<file path="config.mk">
export PLATFORM = sky130hd
export DESIGN_NAME = idle_gap_timer
export DESIGN_NICKNAME = d
export VERILOG_FILES = /design/src/rtl/gap_timer_pkg.sv /design/src/rtl/gap_sync.sv /design/src/rtl/gap_idle_counter.sv /design/src/rtl/gap_classifier.sv /design/src/rtl/gap_grant.sv /design/src/rtl/idle_gap_timer.sv
export SDC_FILE = /design/constraint.sdc
export NUM_CORES = 1
export LEC_CHECK = 0
export BUFFER_PORTS_ARGS = -buffer_cell sky130_fd_sc_hd__buf_2
export CAP_MARGIN = 30
export CORE_MARGIN = 2
export CORE_UTILIZATION = 51
export CTS_CLUSTER_SIZE = 25
export DETAILED_ROUTE_END_ITERATION = 10
export PLACE_DENSITY = 0.72
export SLEW_MARGIN = 20
export SYNTH_ARGS = -nofsm -noshare
export SYNTH_HDL_FRONTEND = slang
export SYNTH_SLANG_ARGS = --single-unit
</file>
<file path="constraint.sdc">
create_clock -name clk_i -period 1.78 [get_ports clk_i]
set_clock_uncertainty 0.05 [all_clocks]
set_input_delay 0.356 -clock clk_i [delete_from_list [all_inputs] [get_ports clk_i]]
set_output_delay 0.356 -clock clk_i [all_outputs]
set_load 0.02 [all_outputs]
</file>
<file path="src/rtl/gap_timer_pkg.sv">
package gap_timer_pkg;

  // Gap class codes. The grant logic and longest_gap_o both use this order.
  typedef enum logic [1:0] {
    GAP_NONE = 2'd0,
    GAP_ACK  = 2'd1,
    GAP_SUB  = 2'd2,
    GAP_ARB  = 2'd3
  } gap_class_e;

  localparam int NUM_CLASSES = 3;

endpackage

</file>
<file path="src/rtl/gap_sync.sv">
// Two-flop synchronizer, one pair per input bit.
module gap_sync #(
  parameter int W = 2
) (
  input  logic         clk_i,
  input  logic         rst_ni,
  input  logic [W-1:0] d_i,
  output logic [W-1:0] q_o
);

  generate
    for (genvar i = 0; i < W; i++) begin : g_bit
      logic meta_q;
      logic stab_q;

      always_ff @(posedge clk_i or negedge rst_ni) begin
        if (!rst_ni) begin
          meta_q <= 1'b0;
          stab_q <= 1'b0;
        end else begin
          meta_q <= d_i[i];
          stab_q <= meta_q;
        end
      end

      assign q_o[i] = stab_q;
    end
  endgenerate

endmodule

</file>
<file path="src/rtl/gap_idle_counter.sv">
// Counts consecutive idle cycles. Clears on activity and stops at SAT.
module gap_idle_counter #(
  parameter int SAT = 32,
  parameter int CW  = $clog2(SAT + 1)
) (
  input  logic          clk_i,
  input  logic          rst_ni,
  input  logic          idle_i,
  output logic [CW-1:0] cnt_o
);

  localparam logic [CW-1:0] SAT_V = CW'(SAT);

  logic [CW-1:0] cnt_q;
  logic [CW-1:0] cnt_d;
  logic          cnt_en;

  always_comb begin
    cnt_en = 1'b0;
    cnt_d  = cnt_q;
    if (!idle_i) begin
      cnt_en = (cnt_q != '0);
      cnt_d  = '0;
    end else if (cnt_q != SAT_V) begin
      cnt_en = 1'b1;
      cnt_d  = cnt_q + 1'b1;
    end
  end

  always_ff @(posedge clk_i or negedge rst_ni) begin
    if (!rst_ni) begin
      cnt_q <= '0;
    end else if (cnt_en) begin
      cnt_q <= cnt_d;
    end
  end

  assign cnt_o = cnt_q;

endmodule

</file>
<file path="src/rtl/gap_classifier.sv">
// Compares the idle count with the detection and drive thresholds of each class.
module gap_classifier
  import gap_timer_pkg::*;
#(
  parameter int CW      = 6,
  parameter int ACK_DET = 4,
  parameter int ACK_GO  = 8,
  parameter int SUB_DET = 16,
  parameter int SUB_GO  = 20,
  parameter int ARB_DET = 28,
  parameter int ARB_GO  = 32
) (
  input  logic [CW-1:0]          cnt_i,
  output logic [NUM_CLASSES-1:0] det_o,
  output logic [NUM_CLASSES-1:0] go_o,
  output logic [1:0]             longest_o
);

  localparam int DET_TH [NUM_CLASSES] = '{ACK_DET, SUB_DET, ARB_DET};
  localparam int GO_TH  [NUM_CLASSES] = '{ACK_GO, SUB_GO, ARB_GO};

  generate
    for (genvar i = 0; i < NUM_CLASSES; i++) begin : g_cls
      assign det_o[i] = (cnt_i >= CW'(DET_TH[i]));
      assign go_o[i]  = (cnt_i >= CW'(GO_TH[i]));
    end
  endgenerate

  always_comb begin
    if (det_o[2])      longest_o = GAP_ARB;
    else if (det_o[1]) longest_o = GAP_SUB;
    else if (det_o[0]) longest_o = GAP_ACK;
    else               longest_o = GAP_NONE;
  end

endmodule

</file>
<file path="src/rtl/gap_grant.sv">
// Holds one request and its class. Issues a one-cycle grant when that class may drive the bus.
module gap_grant
  import gap_timer_pkg::*;
(
  input  logic                   clk_i,
  input  logic                   rst_ni,
  input  logic                   req_i,
  input  logic [1:0]             cls_i,
  input  logic [NUM_CLASSES-1:0] go_i,
  output logic                   grant_o
);

  logic       pend_q, pend_d;
  logic [1:0] cls_q, cls_d;
  logic       cls_en;
  logic       go_sel;

  always_comb begin
    case (cls_q)
      GAP_ACK: go_sel = go_i[0];
      GAP_SUB: go_sel = go_i[1];
      GAP_ARB: go_sel = go_i[2];
      default: go_sel = 1'b0;
    endcase
  end

  assign grant_o = pend_q && go_sel;

  always_comb begin
    pend_d = pend_q;
    cls_d  = cls_q;
    cls_en = 1'b0;
    if (grant_o) begin
      pend_d = 1'b0;
    end else if (!pend_q && req_i && (cls_i != GAP_NONE)) begin
      pend_d = 1'b1;
      cls_d  = cls_i;
      cls_en = 1'b1;
    end
  end

  always_ff @(posedge clk_i or negedge rst_ni) begin
    if (!rst_ni) begin
      pend_q <= 1'b0;
    end else begin
      pend_q <= pend_d;
    end
  end

  always_ff @(posedge clk_i or negedge rst_ni) begin
    if (!rst_ni) begin
      cls_q <= GAP_NONE;
    end else if (cls_en) begin
      cls_q <= cls_d;
    end
  end

endmodule

</file>
<file path="src/rtl/idle_gap_timer.sv">
module idle_gap_timer
  import gap_timer_pkg::*;
#(
  parameter int ACK_DET_CYC = 4,
  parameter int ACK_GO_CYC  = 8,
  parameter int SUB_DET_CYC = 16,
  parameter int SUB_GO_CYC  = 20,
  parameter int ARB_DET_CYC = 28,
  parameter int ARB_GO_CYC  = 32
) (
  input  logic       clk_i,
  input  logic       rst_ni,
  input  logic       bus_data_i,
  input  logic       bus_strobe_i,
  input  logic [1:0] wait_class_i,
  input  logic       tx_req_i,
  output logic       ack_gap_o,
  output logic       sub_gap_o,
  output logic       arb_gap_o,
  output logic [1:0] longest_gap_o,
  output logic       tx_grant_o
);

  localparam int SAT = ARB_GO_CYC;
  localparam int CW  = $clog2(SAT + 1);

  logic [1:0]             bus_sync;
  logic                   bus_idle;
  logic [CW-1:0]          idle_cnt;
  logic [NUM_CLASSES-1:0] det;
  logic [NUM_CLASSES-1:0] go;

  gap_sync #(.W(2)) u_sync (
    .clk_i  (clk_i),
    .rst_ni (rst_ni),
    .d_i    ({bus_data_i, bus_strobe_i}),
    .q_o    (bus_sync)
  );

  assign bus_idle = (bus_sync == 2'b00);

  gap_idle_counter #(.SAT(SAT), .CW(CW)) u_cnt (
    .clk_i  (clk_i),
    .rst_ni (rst_ni),
    .idle_i (bus_idle),
    .cnt_o  (idle_cnt)
  );

  gap_classifier #(
    .CW      (CW),
    .ACK_DET (ACK_DET_CYC),
    .ACK_GO  (ACK_GO_CYC),
    .SUB_DET (SUB_DET_CYC),
    .SUB_GO  (SUB_GO_CYC),
    .ARB_DET (ARB_DET_CYC),
    .ARB_GO  (ARB_GO_CYC)
  ) u_cls (
    .cnt_i     (idle_cnt),
    .det_o     (det),
    .go_o      (go),
    .longest_o (longest_gap_o)
  );

  gap_grant u_grant (
    .clk_i   (clk_i),
    .rst_ni  (rst_ni),
    .req_i   (tx_req_i),
    .cls_i   (wait_class_i),
    .go_i    (go),
    .grant_o (tx_grant_o)
  );

  assign ack_gap_o = det[0];
  assign sub_gap_o = det[1];
  assign arb_gap_o = det[2];

endmodule

</file>
==> results of run 1 <==
==> sequential cells by signal (all words and copies together), names as in the netlist <==
| register | flops |
|---|---|
| u_grant.pend_q | 1 |
| u_sync.g_bit.stab_q | 2 |
| u_sync.g_bit.meta_q | 2 |
| u_grant.cls_q | 2 |
| u_cnt.cnt_o | 6 |
==> area by class of cell <==
cell class,count,area (um2)
clock buffer,3,22.5
tap,15,18.8
timing repair buffer,21,145
inverter,6,22.5
sequential,13,329
multi-input combinational,46,310
clock inverter,1,5.00
fill,98,399
==> what timing repair did <==
item	in CTS	in global routing
setup endpoints to repair	3	3
hold buffers	1	0
endpoints found under the hold margin	13	0
resized for setup	10	2
pin swaps	1	2
buffers inserted	5	1
==> metrics by stage <==
step | util (%) | setup TNS (ps)
final | 68.1 | -87.9
after global routing | 68.1 | -317
after CTS | 67.1 | -66.2
after detailed placement | 59.0 | 0
after global placement | 59.0 | 0
after floorplan | - | 0
==> kinds of logic after synthesis <==
kind of cell,count (synthesis),synth area share [%]
AND/OR/NAND/NOR,29,23.3
flip-flops,13,48.9
AO/OA/AOI/OAI,9,9.58
buffers and inverters,9,6.39
XOR/XNOR,5,6.58
adder cells (fa/ha/maj),3,5.26
==> power groups by stage <==
stage                     Clock [mW]  Combinational [mW]  Sequential [mW]
after CTS                      0.184               0.192            0.377
after detailed placement           0               0.173            0.383
final                          0.178               0.197            0.379
after floorplan                    0               0.139            0.369
after global placement             0               0.168            0.381
after global routing           0.194               0.226            0.386
==> metal layers <==
metal  global-route usage (%)  up-vias  share of wire (%)
met2                     38.7       17                 52
li1                         -      267                  -
met5                        0        -                  0
met1                     22.3      234                 41
met3                     5.00        4                4.3
met4                     12.9        0                2.2
==> final timing paths <==
path                       slack, ps                              from                               end  cells past startpoint
max in group asynchronous        970                            rst_ni        u_cnt.cnt_o[4]$_DFFE_PN0P_                      2
hold reg to reg                  310  u_sync.g_bit[1].meta_q$_DFF_PN0_  u_sync.g_bit[1].stab_q$_DFF_PN0_                      0
hold / removal                   130                      bus_strobe_i  u_sync.g_bit[0].meta_q$_DFF_PN0_                      1
min in group asynchronous        470                            rst_ni  u_sync.g_bit[1].stab_q$_DFF_PN0_                      2
setup / recovery                 -50        u_cnt.cnt_o[2]$_DFFE_PN0P_                        tx_grant_o                      5
setup reg to reg                 120        u_cnt.cnt_o[3]$_DFFE_PN0P_        u_cnt.cnt_o[1]$_DFFE_PN0P_                      6
==> cell usage in the layout (no fill, tap or decap), drive strengths merged <==
cell | netlist | routed
nor2 | 8 | 8
a21oi | 1 | 1
ha | 2 | 2
clkinv | 0 | 1
nand2b | 1 | 1
a221oi | 1 | 1
o22ai | 2 | 2
or3 | 1 | 1
buf | 3 | 20
xnor2 | 5 | 5
dlygate4sd3 | 0 | 1
clkbuf | 0 | 3
dfrtp | 13 | 13
nor3 | 1 | 1
o22a | 1 | 1
a21o | 1 | 1
and3 | 1 | 1
maj3 | 1 | 1
or2 | 3 | 3
nor4b | 1 | 1
nand2 | 8 | 8
o21ai | 3 | 3
nand3 | 4 | 4
nor2b | 1 | 1
inv | 6 | 6
==> summary.md, run 1 <==
| Metric | Value |
|---|---|
| Top post-synthesis cells by area | dfrtp_1, xnor2_1, nor2_1 |
| Drt drc | 0 |
| Post-layout power | 0.754 mW |
| Non-filler cells, final | 105 |
| CTS Buffer Depth | 2 |
| Seq cells post-synth | 13 |
| Diodes inserted | 0 |
| Ratio of cells with drive above 1 in the final layout | 37.8% |
| DP HPWL | 894 um |
| WS Path Type | reg -> out |
| Switching Share | 31.4% |
| H-tree levels | 1 |
| Number of global-route vias before repair | 490 |
| Min-Delay Path Class | in -> reg |
| TritonCTS clock tree | built |
| Max Cap Viol | 0 |
| Area fraction of the dominant cell type after synthesis | 48.9% |
| Net Count, Synth | 77 |
| DRT antenna net count | 0 |
| Worst IR drop on VDD | 0.687 mV |
| DIE AREA | 1610 um2 |
| DRT Pass-1 Iters | 4 |
| Outcome | finished with violations |
| Failing checks | negative setup slack |
| Overall global routing resource usage | 21.5% |
| Final Instance Area | 853 um2 |
| Placed Cells | 94 |
| Crit-path leading delay family | compound AO/OA/AOI/OAI gates |
| Ports | 13 |
| Register area share after synthesis | 48.9% |
| Syn Std Cell Area | 666 um2 |
| Initial DRC count | 2 |
| Slew margin rel. | 77.8% |
| GRT overflow | 0 |
| Max stage delay on crit path | 430 ps |
| CP Data Required Time | 1370 ps |
| Root Buffer | clkbuf_4 |
| Layout Nets | 100 |
| Final Max Slew Viols | 0 |
| PortBufs | 12 |
| Startpoint Class | flop |
| Via count | 522 |
| GP Congestion | 0.688 |
| EDFF count, synth | 0 |
| Endpoint class of the critical path | output port |
| Largest net degree at the start of global routing | 14 |
| Final min period | 1830 ps |
| Core area | 1250 um2 |
| Clock transition at path regs | 80 ps |
| Initial Util | 53.1% |
| Combinational share of power | 26.2% |
| Synthesized instance count | 68 |
| Synth cell count leaders | dfrtp_1, nor2_1, nand2_1 |
| Tcrit/Tclk final | 103% |
| First-pass GRT wire length | 2.11 mm |
| Yosys warning total | 0 |
| Antenna violations before repair | 0 |
| Cell with the most instances after synthesis | dfrtp_1 |
| Via/cell ratio | 4.97 |
| Max Fclk | 547 MHz |
| Sequential power share | 50.3% |
| Slew @ Worst Pin | 331 ps |
| Clk_lat worst skew | 270 ps |
| Ys async rst share | 100% |
| Per-cell routed wire length | 12.3 um |
| Placed cell area | 739 um2 |
| Synth Flop Type | dfrtp_1 |
| CP Buf/Inv Count | 1 |
| Cell chain of the critical path | o21ai_1, a221oi_2, o22ai_2, nor2_1, buf_4 |
| # clock sinks | 13 |
| Final hold slack | 131 ps |
| Power Dens Cells | 884 nW/um2 |
| Int Power | 0.518 mW |
| Drt total wl | 1.30 mm |
| Avg Inst Size Synth | 9.79 um2 |
| Switching power | 0.237 mW |
| RSZ-0062 raised after global routing | true |
| Slowest-stage cell, CP | dfrtp_2 |
| Critical path arrival | 1420 ps |
| Clock power frac | 23.5% |
| Setup WS post-layout | -47.4 ps |
| Dpl ws | 150 ps |
| Distinct cells, synth | 25 |
| Area grow syn2layout | 28.2% |
| P_leak | 0.422 nW |
| Max FO, Critical Path | 6 |
| Die extent in y | 40.1 um |
| Final Hold Vio Count | 0 |
| Post-synth top area cell | dfrtp_1 |
| TritonCTS Buffers | 3 |
| Rows | 13 |
| Setup-failing EPs final | 3 |
| DIE WIDTH | 40.1 um |
(Power assumes the default switching activity.)
==> run 2, diff against run 1 <==
Settings changed: CORE_AREA from default to 2 2 39 41, CORE_MARGIN 2 to default, CORE_UTILIZATION 51 to default, CTS_BUF_LIST from default to sky130_fd_sc_hd__clkbuf_8, DIE_AREA from default to 0 0 41 43, PLACE_DENSITY 0.72 to 0.7.
==> summary.md, run 2 (synthesis gave the netlist of run 1 again) <==
| Metric | Value |
|---|---|
| Overall global routing resource usage | 17.0% (was 21.5%) |
| Outcome | finished with violations (unchanged) |
| Met3 Usage GRT | 3.14% (was 5.00%) |
| Met2 usage in global routing | 25.9% (was 38.7%) |
| Root Buffer | clkbuf_8 (was clkbuf_4) |
| Antenna violations before repair | 0 (unchanged) |
| Worst IR drop on VDD | 0.670 mV (was 0.687 mV) |
| DRT antenna net count | 0 (unchanged) |
| Register area | 330 um2 (was 329 um2) |
| TritonCTS Buffers | 3 (unchanged) |
| GP Congestion | 0.711 (was 0.688) |
| Dpl ws | 140 ps (was 150 ps) |
| WS Path Type | reg -> out (unchanged) |
| Clock transition at path regs | 50 ps (was 80 ps) |
| Setup-failing EPs final | 1 (was 3) |
| Diodes inserted | 0 (unchanged) |
| Max FO, Critical Path | 5 (was 6) |
| DP HPWL | 842 um (was 894 um) |
| Largest net degree at the start of global routing | 14 (unchanged) |
| Post-layout power | 0.832 mW (was 0.754 mW) |
| Max reg flops | 6 (unchanged) |
| Die extent in y | 43 um (was 40.1 um) |
| Setup WS post-layout | -15.9 ps (was -47.4 ps) |
| Worst Reg-to-Reg Cells | 6 (unchanged) |
| WHS Endpoint | u_sync.g_bit[0].meta_q$_DFF_PN0_ (unchanged) |
| Failing checks | negative setup slack (unchanged) |
| Slew margin rel. | 79.2% (was 77.8%) |
| GRT overflow | 0 (unchanged) |
| CP Data Required Time | 1370 ps (about the same) |
| Reg2reg start | u_cnt.cnt_o[0]$_DFFE_PN0P_ (was u_cnt.cnt_o[3]$_DFFE_PN0P_) |
| Endpoint class of the critical path | output port (unchanged) |
| FILL cells | 116 (was 98) |
| Worst Hold Launch | bus_strobe_i (unchanged) |
| DIE AREA | 1760 um2 (was 1610 um2) |
| Final min period | 1800 ps (was 1830 ps) |
| Drt drc | 0 (unchanged) |
| Via count | 510 (was 522) |
| Per-cell routed wire length | 11.3 um (was 12.3 um) |
| Drt total wl | 1.18 mm (was 1.30 mm) |
| Clk_lat worst skew | 240 ps (was 270 ps) |
| Power Dens Cells | 968 nW/um2 (was 884 nW/um2) |
| Min-Delay Path Class | in -> reg (unchanged) |
| Tcrit/Tclk final | 101% (was 103%) |
| DRT Pass-1 Iters | 3 (was 4) |
| Busiest grt layer | met2 (unchanged) |
| Placed cell area | 741 um2 (was 739 um2) |
| PortBufs | 12 (unchanged) |
| Core area | 1380 um2 (was 1250 um2) |
| Initial Util | 48.1% (was 53.1%) |
| Critical path arrival | 1390 ps (was 1420 ps) |
| # clock sinks | 13 (unchanged) |
| Via/cell ratio | 4.90 (was 4.97) |
| Ports | 13 (unchanged) |
| P_leak | 0.420 nW (was 0.422 nW) |
| Hold path cells | 1 (unchanged) |
| Met1 usage in global routing | 21.6% (was 22.3%) |
| Flop-to-flop setup slack | 270 ps (was 120 ps) |
| Startpoint Class | flop (unchanged) |
| Multi-input logic area | 310 um2 (unchanged) |
| Final hold slack | 170 ps (was 131 ps) |
| Slew @ Worst Pin | 311 ps (was 331 ps) |
| Fin util | 62.1% (was 68.1%) |
| First-pass GRT wire length | 1.97 mm (was 2.11 mm) |
| Rows | 14 (was 13) |
| RSZ-0062 raised after global routing | true (unchanged) |
| CTS Buffer Depth | 2 (unchanged) |
| Final Instance Area | 860 um2 (was 853 um2) |
| Ratio of cells with drive above 1 in the final layout | 37.5% (was 37.8%) |
| Initial DRC count | 3 (was 2) |
| Number of global-route vias before repair | 472 (was 490) |
| Worst R2R End | u_cnt.cnt_o[1]$_DFFE_PN0P_ (unchanged) |
| Commonest cells after routing, fill and taps aside | buf_2, dfrtp_1, nor2_1 (was dfrtp_1, buf_2, buf_4) |
| Final Max Slew Viols | 0 (unchanged) |
| Max Fclk | 557 MHz (was 547 MHz) |
| Max Cap Viol | 0 (unchanged) |
| Final Hold Vio Count | 0 (unchanged) |
| H-tree levels | 1 (unchanged) |
| DIE WIDTH | 41 um (was 40.1 um) |
| TritonCTS clock tree | built (unchanged) |
| Area grow syn2layout | 29.1% (was 28.2%) |
| Layout Nets | 98 (was 100) |
## run 2: critical path, cell delays in order, from the launching register on
cell and delay [ps]:
dfrtp_2 430, or2_1 250, or3_4 330, buf_6 140
## run 2: timing repair
item / 4_1_cts / 5_1_grt
buffers inserted: 2 / 2
resized for setup: 7 / 6
setup endpoints to repair: 3 / 3
hold buffers: 1 / 0
endpoints found under the hold margin: 13 / 0
pin swaps: 2 / 4
## run 2: per-stage QoR
| step | instances | setup TNS (ps) |
|---|---|---|
| after global placement | 95 | 0 |
| final | 104 | -15.9 |
| after detailed placement | 95 | 0 |
| after global routing | 104 | -139 |
| after floorplan | 68 | 0 |
| after CTS | 102 | -11.4 |
## run 2: final cells by class
type | count | share of cell area, %
Timing Repair Buffer | 19 | 15.1
Tap cell | 16 | 2.33
Clock inverter | 1 | 0.582
Clock buffer | 3 | 4.80
Inverter | 6 | 2.62
Sequential cell | 13 | 38.4
Multi-Input combinational cell | 46 | 36.1
## run 2: layer usage
| metal | wire (um) | vias up | part of all wire [%] |
|---|---|---|---|
| met3 | 53 | 3 | 4.5 |
| li1 | - | 262 | - |
| met5 | 0 | - | 0 |
| met2 | 570 | 14 | 48 |
| met1 | 529 | 231 | 45 |
| met4 | 24 | 0 | 2.0 |
## run 2: worst max-delay path by stage
stage,slack (ps),end,startpoint,cells past startpoint
after CTS,-10,longest_gap_o[0],u_cnt.cnt_o[2]$_DFFE_PN0P_,3
after global placement,200,longest_gap_o[0],u_cnt.cnt_o[4]$_DFFE_PN0P_,4
after global routing,-60,tx_grant_o,u_cnt.cnt_o[4]$_DFFE_PN0P_,5
after floorplan,150,ack_gap_o,u_cnt.cnt_o[5]$_DFFE_PN0P_,3
final,-20,ack_gap_o,u_cnt.cnt_o[4]$_DFFE_PN0P_,3
after detailed placement,140,longest_gap_o[0],u_cnt.cnt_o[4]$_DFFE_PN0P_,4
## run 2: report_power, final
group          leakage [nW]  internal [mW]  switching, mW
Clock                0.0255          0.154          0.103
Combinational         0.239          0.102         0.0913
Sequential            0.155          0.336         0.0459
==> run 3, diff against run 2 <==
Settings changed: RECOVER_POWER from default to 50.
==> summary.md, run 3 (synthesis gave the netlist of run 1 again) <==
| Metric | Value |
|---|---|
| Outcome | finished with violations (unchanged) |
| Failing checks | negative setup slack (unchanged) |
| Endpoint class of the critical path | output port (unchanged) |
| Combinational share of power | 23.2% (about the same) |
| Initial DRC count | 3 (unchanged) |
| Final hold slack | 170 ps (about the same) |
| Largest net degree at the start of global routing | 14 (unchanged) |
| Ratio of cells with drive above 1 in the final layout | 36.4% (was 37.5%) |
| Worst IR drop on VDD | 0.669 mV (was 0.670 mV) |
| Met1 usage in global routing | 21.6% (unchanged) |
| Antenna violations before repair | 0 (unchanged) |
| Max Cap Viol | 0 (unchanged) |
| # clock sinks | 13 (unchanged) |
| Root Buffer | clkbuf_8 (unchanged) |
| Layout Nets | 98 (unchanged) |
| Final Hold Vio Count | 0 (unchanged) |
| Final Max Slew Viols | 0 (unchanged) |
| Met2 usage in global routing | 25.9% (unchanged) |
| Via/cell ratio | 4.90 (unchanged) |
| GP Congestion | 0.711 (unchanged) |
| Tcrit/Tclk final | 101% (about the same) |
| DRT antenna net count | 0 (unchanged) |
| Slew margin rel. | 55.9% (was 79.2%) |
| Max FO, Critical Path | 5 (unchanged) |
| Setup crit start | u_cnt.cnt_o[4]$_DFFE_PN0P_ (unchanged) |
| Final min period | 1800 ps (about the same) |
| Core area | 1380 um2 (unchanged) |
| Number of global-route vias before repair | 472 (unchanged) |
| Startpoint Class | flop (unchanged) |
| DP HPWL | 842 um (unchanged) |
| Busiest grt layer | met2 (unchanged) |
| H-tree levels | 1 (unchanged) |
| Setup WS post-layout | -15.9 ps (about the same) |
| Non-filler cells, final | 104 (unchanged) |
| Reg2reg start | u_cnt.cnt_o[0]$_DFFE_PN0P_ (unchanged) |
| Switching power | 0.240 mW (about the same) |
| DRT Pass-1 Iters | 3 (unchanged) |
| Per-cell routed wire length | 11.3 um (unchanged) |
| Critical path arrival | 1390 ps (about the same) |
| DIE WIDTH | 41 um (unchanged) |
| DIE AREA | 1760 um2 (unchanged) |
| Commonest non-fill, non-tap cell in the layout | dfrtp_1 |
| Area grow syn2layout | 28.9% (was 29.1%) |
| PortBufs | 12 (unchanged) |
| Min-Delay Path Class | in -> reg (unchanged) |
| Drt drc | 0 (unchanged) |
| P_leak | 0.417 nW (was 0.420 nW) |
| Ports | 13 (unchanged) |
| TritonCTS Buffers | 3 (unchanged) |
| Clock power frac | 30.9% (about the same) |
| Setup-failing EPs final | 1 (unchanged) |
| Register area | 330 um2 (unchanged) |
| First-pass GRT wire length | 1.97 mm (unchanged) |
| Int Power | 0.592 mW (was 0.593 mW) |
| Overall global routing resource usage | 17.0% (unchanged) |
| Met3 Usage GRT | 3.14% (unchanged) |
| Switching Share | 28.8% (about the same) |
| Die extent in y | 43 um (unchanged) |
| Sequential power share | 45.9% (about the same) |
| Max Fclk | 557 MHz (about the same) |
| Max reg flops | 6 (unchanged) |
| Via count | 510 (unchanged) |
| FILL cells | 117 (was 116) |
| Placed Cells | 95 (unchanged) |
| RSZ-0062 raised after global routing | true (unchanged) |
| CTS Buffer Depth | 2 (unchanged) |
| Drt total wl | 1.18 mm (unchanged) |
| Initial Util | 48.1% (unchanged) |
| Clk_lat worst skew | 240 ps (about the same) |
| WS Path Type | reg -> out (unchanged) |
| Slew @ Worst Pin | 661 ps (was 311 ps) |
| Worst Hold Launch | bus_strobe_i (unchanged) |
| Power Dens Cells | 969 nW/um2 (was 968 nW/um2) |
| CP Data Required Time | 1370 ps (about the same) |
| Multi-input logic area | 310 um2 (unchanged) |
| Clock transition at path regs | 50 ps (about the same) |
| Commonest cells after routing, fill and taps aside | dfrtp_1, nor2_1, buf_2 (was buf_2, dfrtp_1, nor2_1) |
| Rows | 14 (unchanged) |
| Diodes inserted | 0 (unchanged) |
| TritonCTS clock tree | built (unchanged) |
| GRT overflow | 0 (unchanged) |
run 3: final timing paths:
kind / cells after the start / slack, ps / to
setup / recovery: 3 / -20 / ack_gap_o
hold / removal: 1 / 170 / u_sync.g_bit[0].meta_q$_DFF_PN0_
setup reg to reg: 6 / 270 / u_cnt.cnt_o[1]$_DFFE_PN0P_
hold reg to reg: 0 / 300 / u_sync.g_bit[0].stab_q$_DFF_PN0_
max in group asynchronous: 2 / 610 / u_grant.cls_q[0]$_DFFE_PN0P_
min in group asynchronous: 2 / 610 / u_cnt.cnt_o[5]$_DFFE_PN0P_
run 3: power groups by stage:
stage               sequential, mW  clock, mW  combinational [mW]
global placement             0.381          0               0.170
finish                       0.382      0.257               0.193
floorplan                    0.369          0               0.139
global route                 0.389      0.279               0.223
CTS                          0.379      0.261               0.175
detailed placement           0.384          0               0.169
run 3: cell type report:
type,instances,share of cell area [%]
timing repair buffer,19,15.0
clock buffer,3,4.81
clock inverter,1,0.583
multi-input combinational,46,36.2
inverter,6,2.62
sequential,13,38.5
tap,16,2.33
run 3: timing repair:
| item | 4_1_cts | 5_1_grt |
|---|---|---|
| hold buffers | 1 | 0 |
| pin swaps | 2 | 4 |
| endpoints found under the hold margin | 13 | 0 |
| resized for setup | 7 | 6 |
| endpoints found under the setup margin | 3 | 3 |
| setup buffers | 2 | 2 |
run 3: critical path, cell delays in order (launching register included):
cell and delay, ps:
dfrtp_2 430, or2_1 250, or3_4 330, buf_6 140
run 3: per-stage QoR:
stage / setup slack [ps] / power [mW] / instance area, um2 / setup TNS, ps / util (%)
after floorplan: 146 / 0.508 / 666 / 0 / -
after CTS: -11.4 / 0.815 / 827 / -11.4 / 59.8
final: -15.9 / 0.832 / 858 / -15.9 / 62.0
after global placement: 196 / 0.552 / 741 / 0 / 53.5
after detailed placement: 140 / 0.553 / 741 / 0 / 53.5
after global routing: -56.8 / 0.890 / 858 / -139 / 62.0
run 3: per-layer routing:
layer	share of wire (%)	routed length (um)	vias to the layer above
met5	0	0	-
met4	2.0	24	0
met3	4.5	53	3
met2	48	570	14
met1	45	528	231
li1	-	-	262
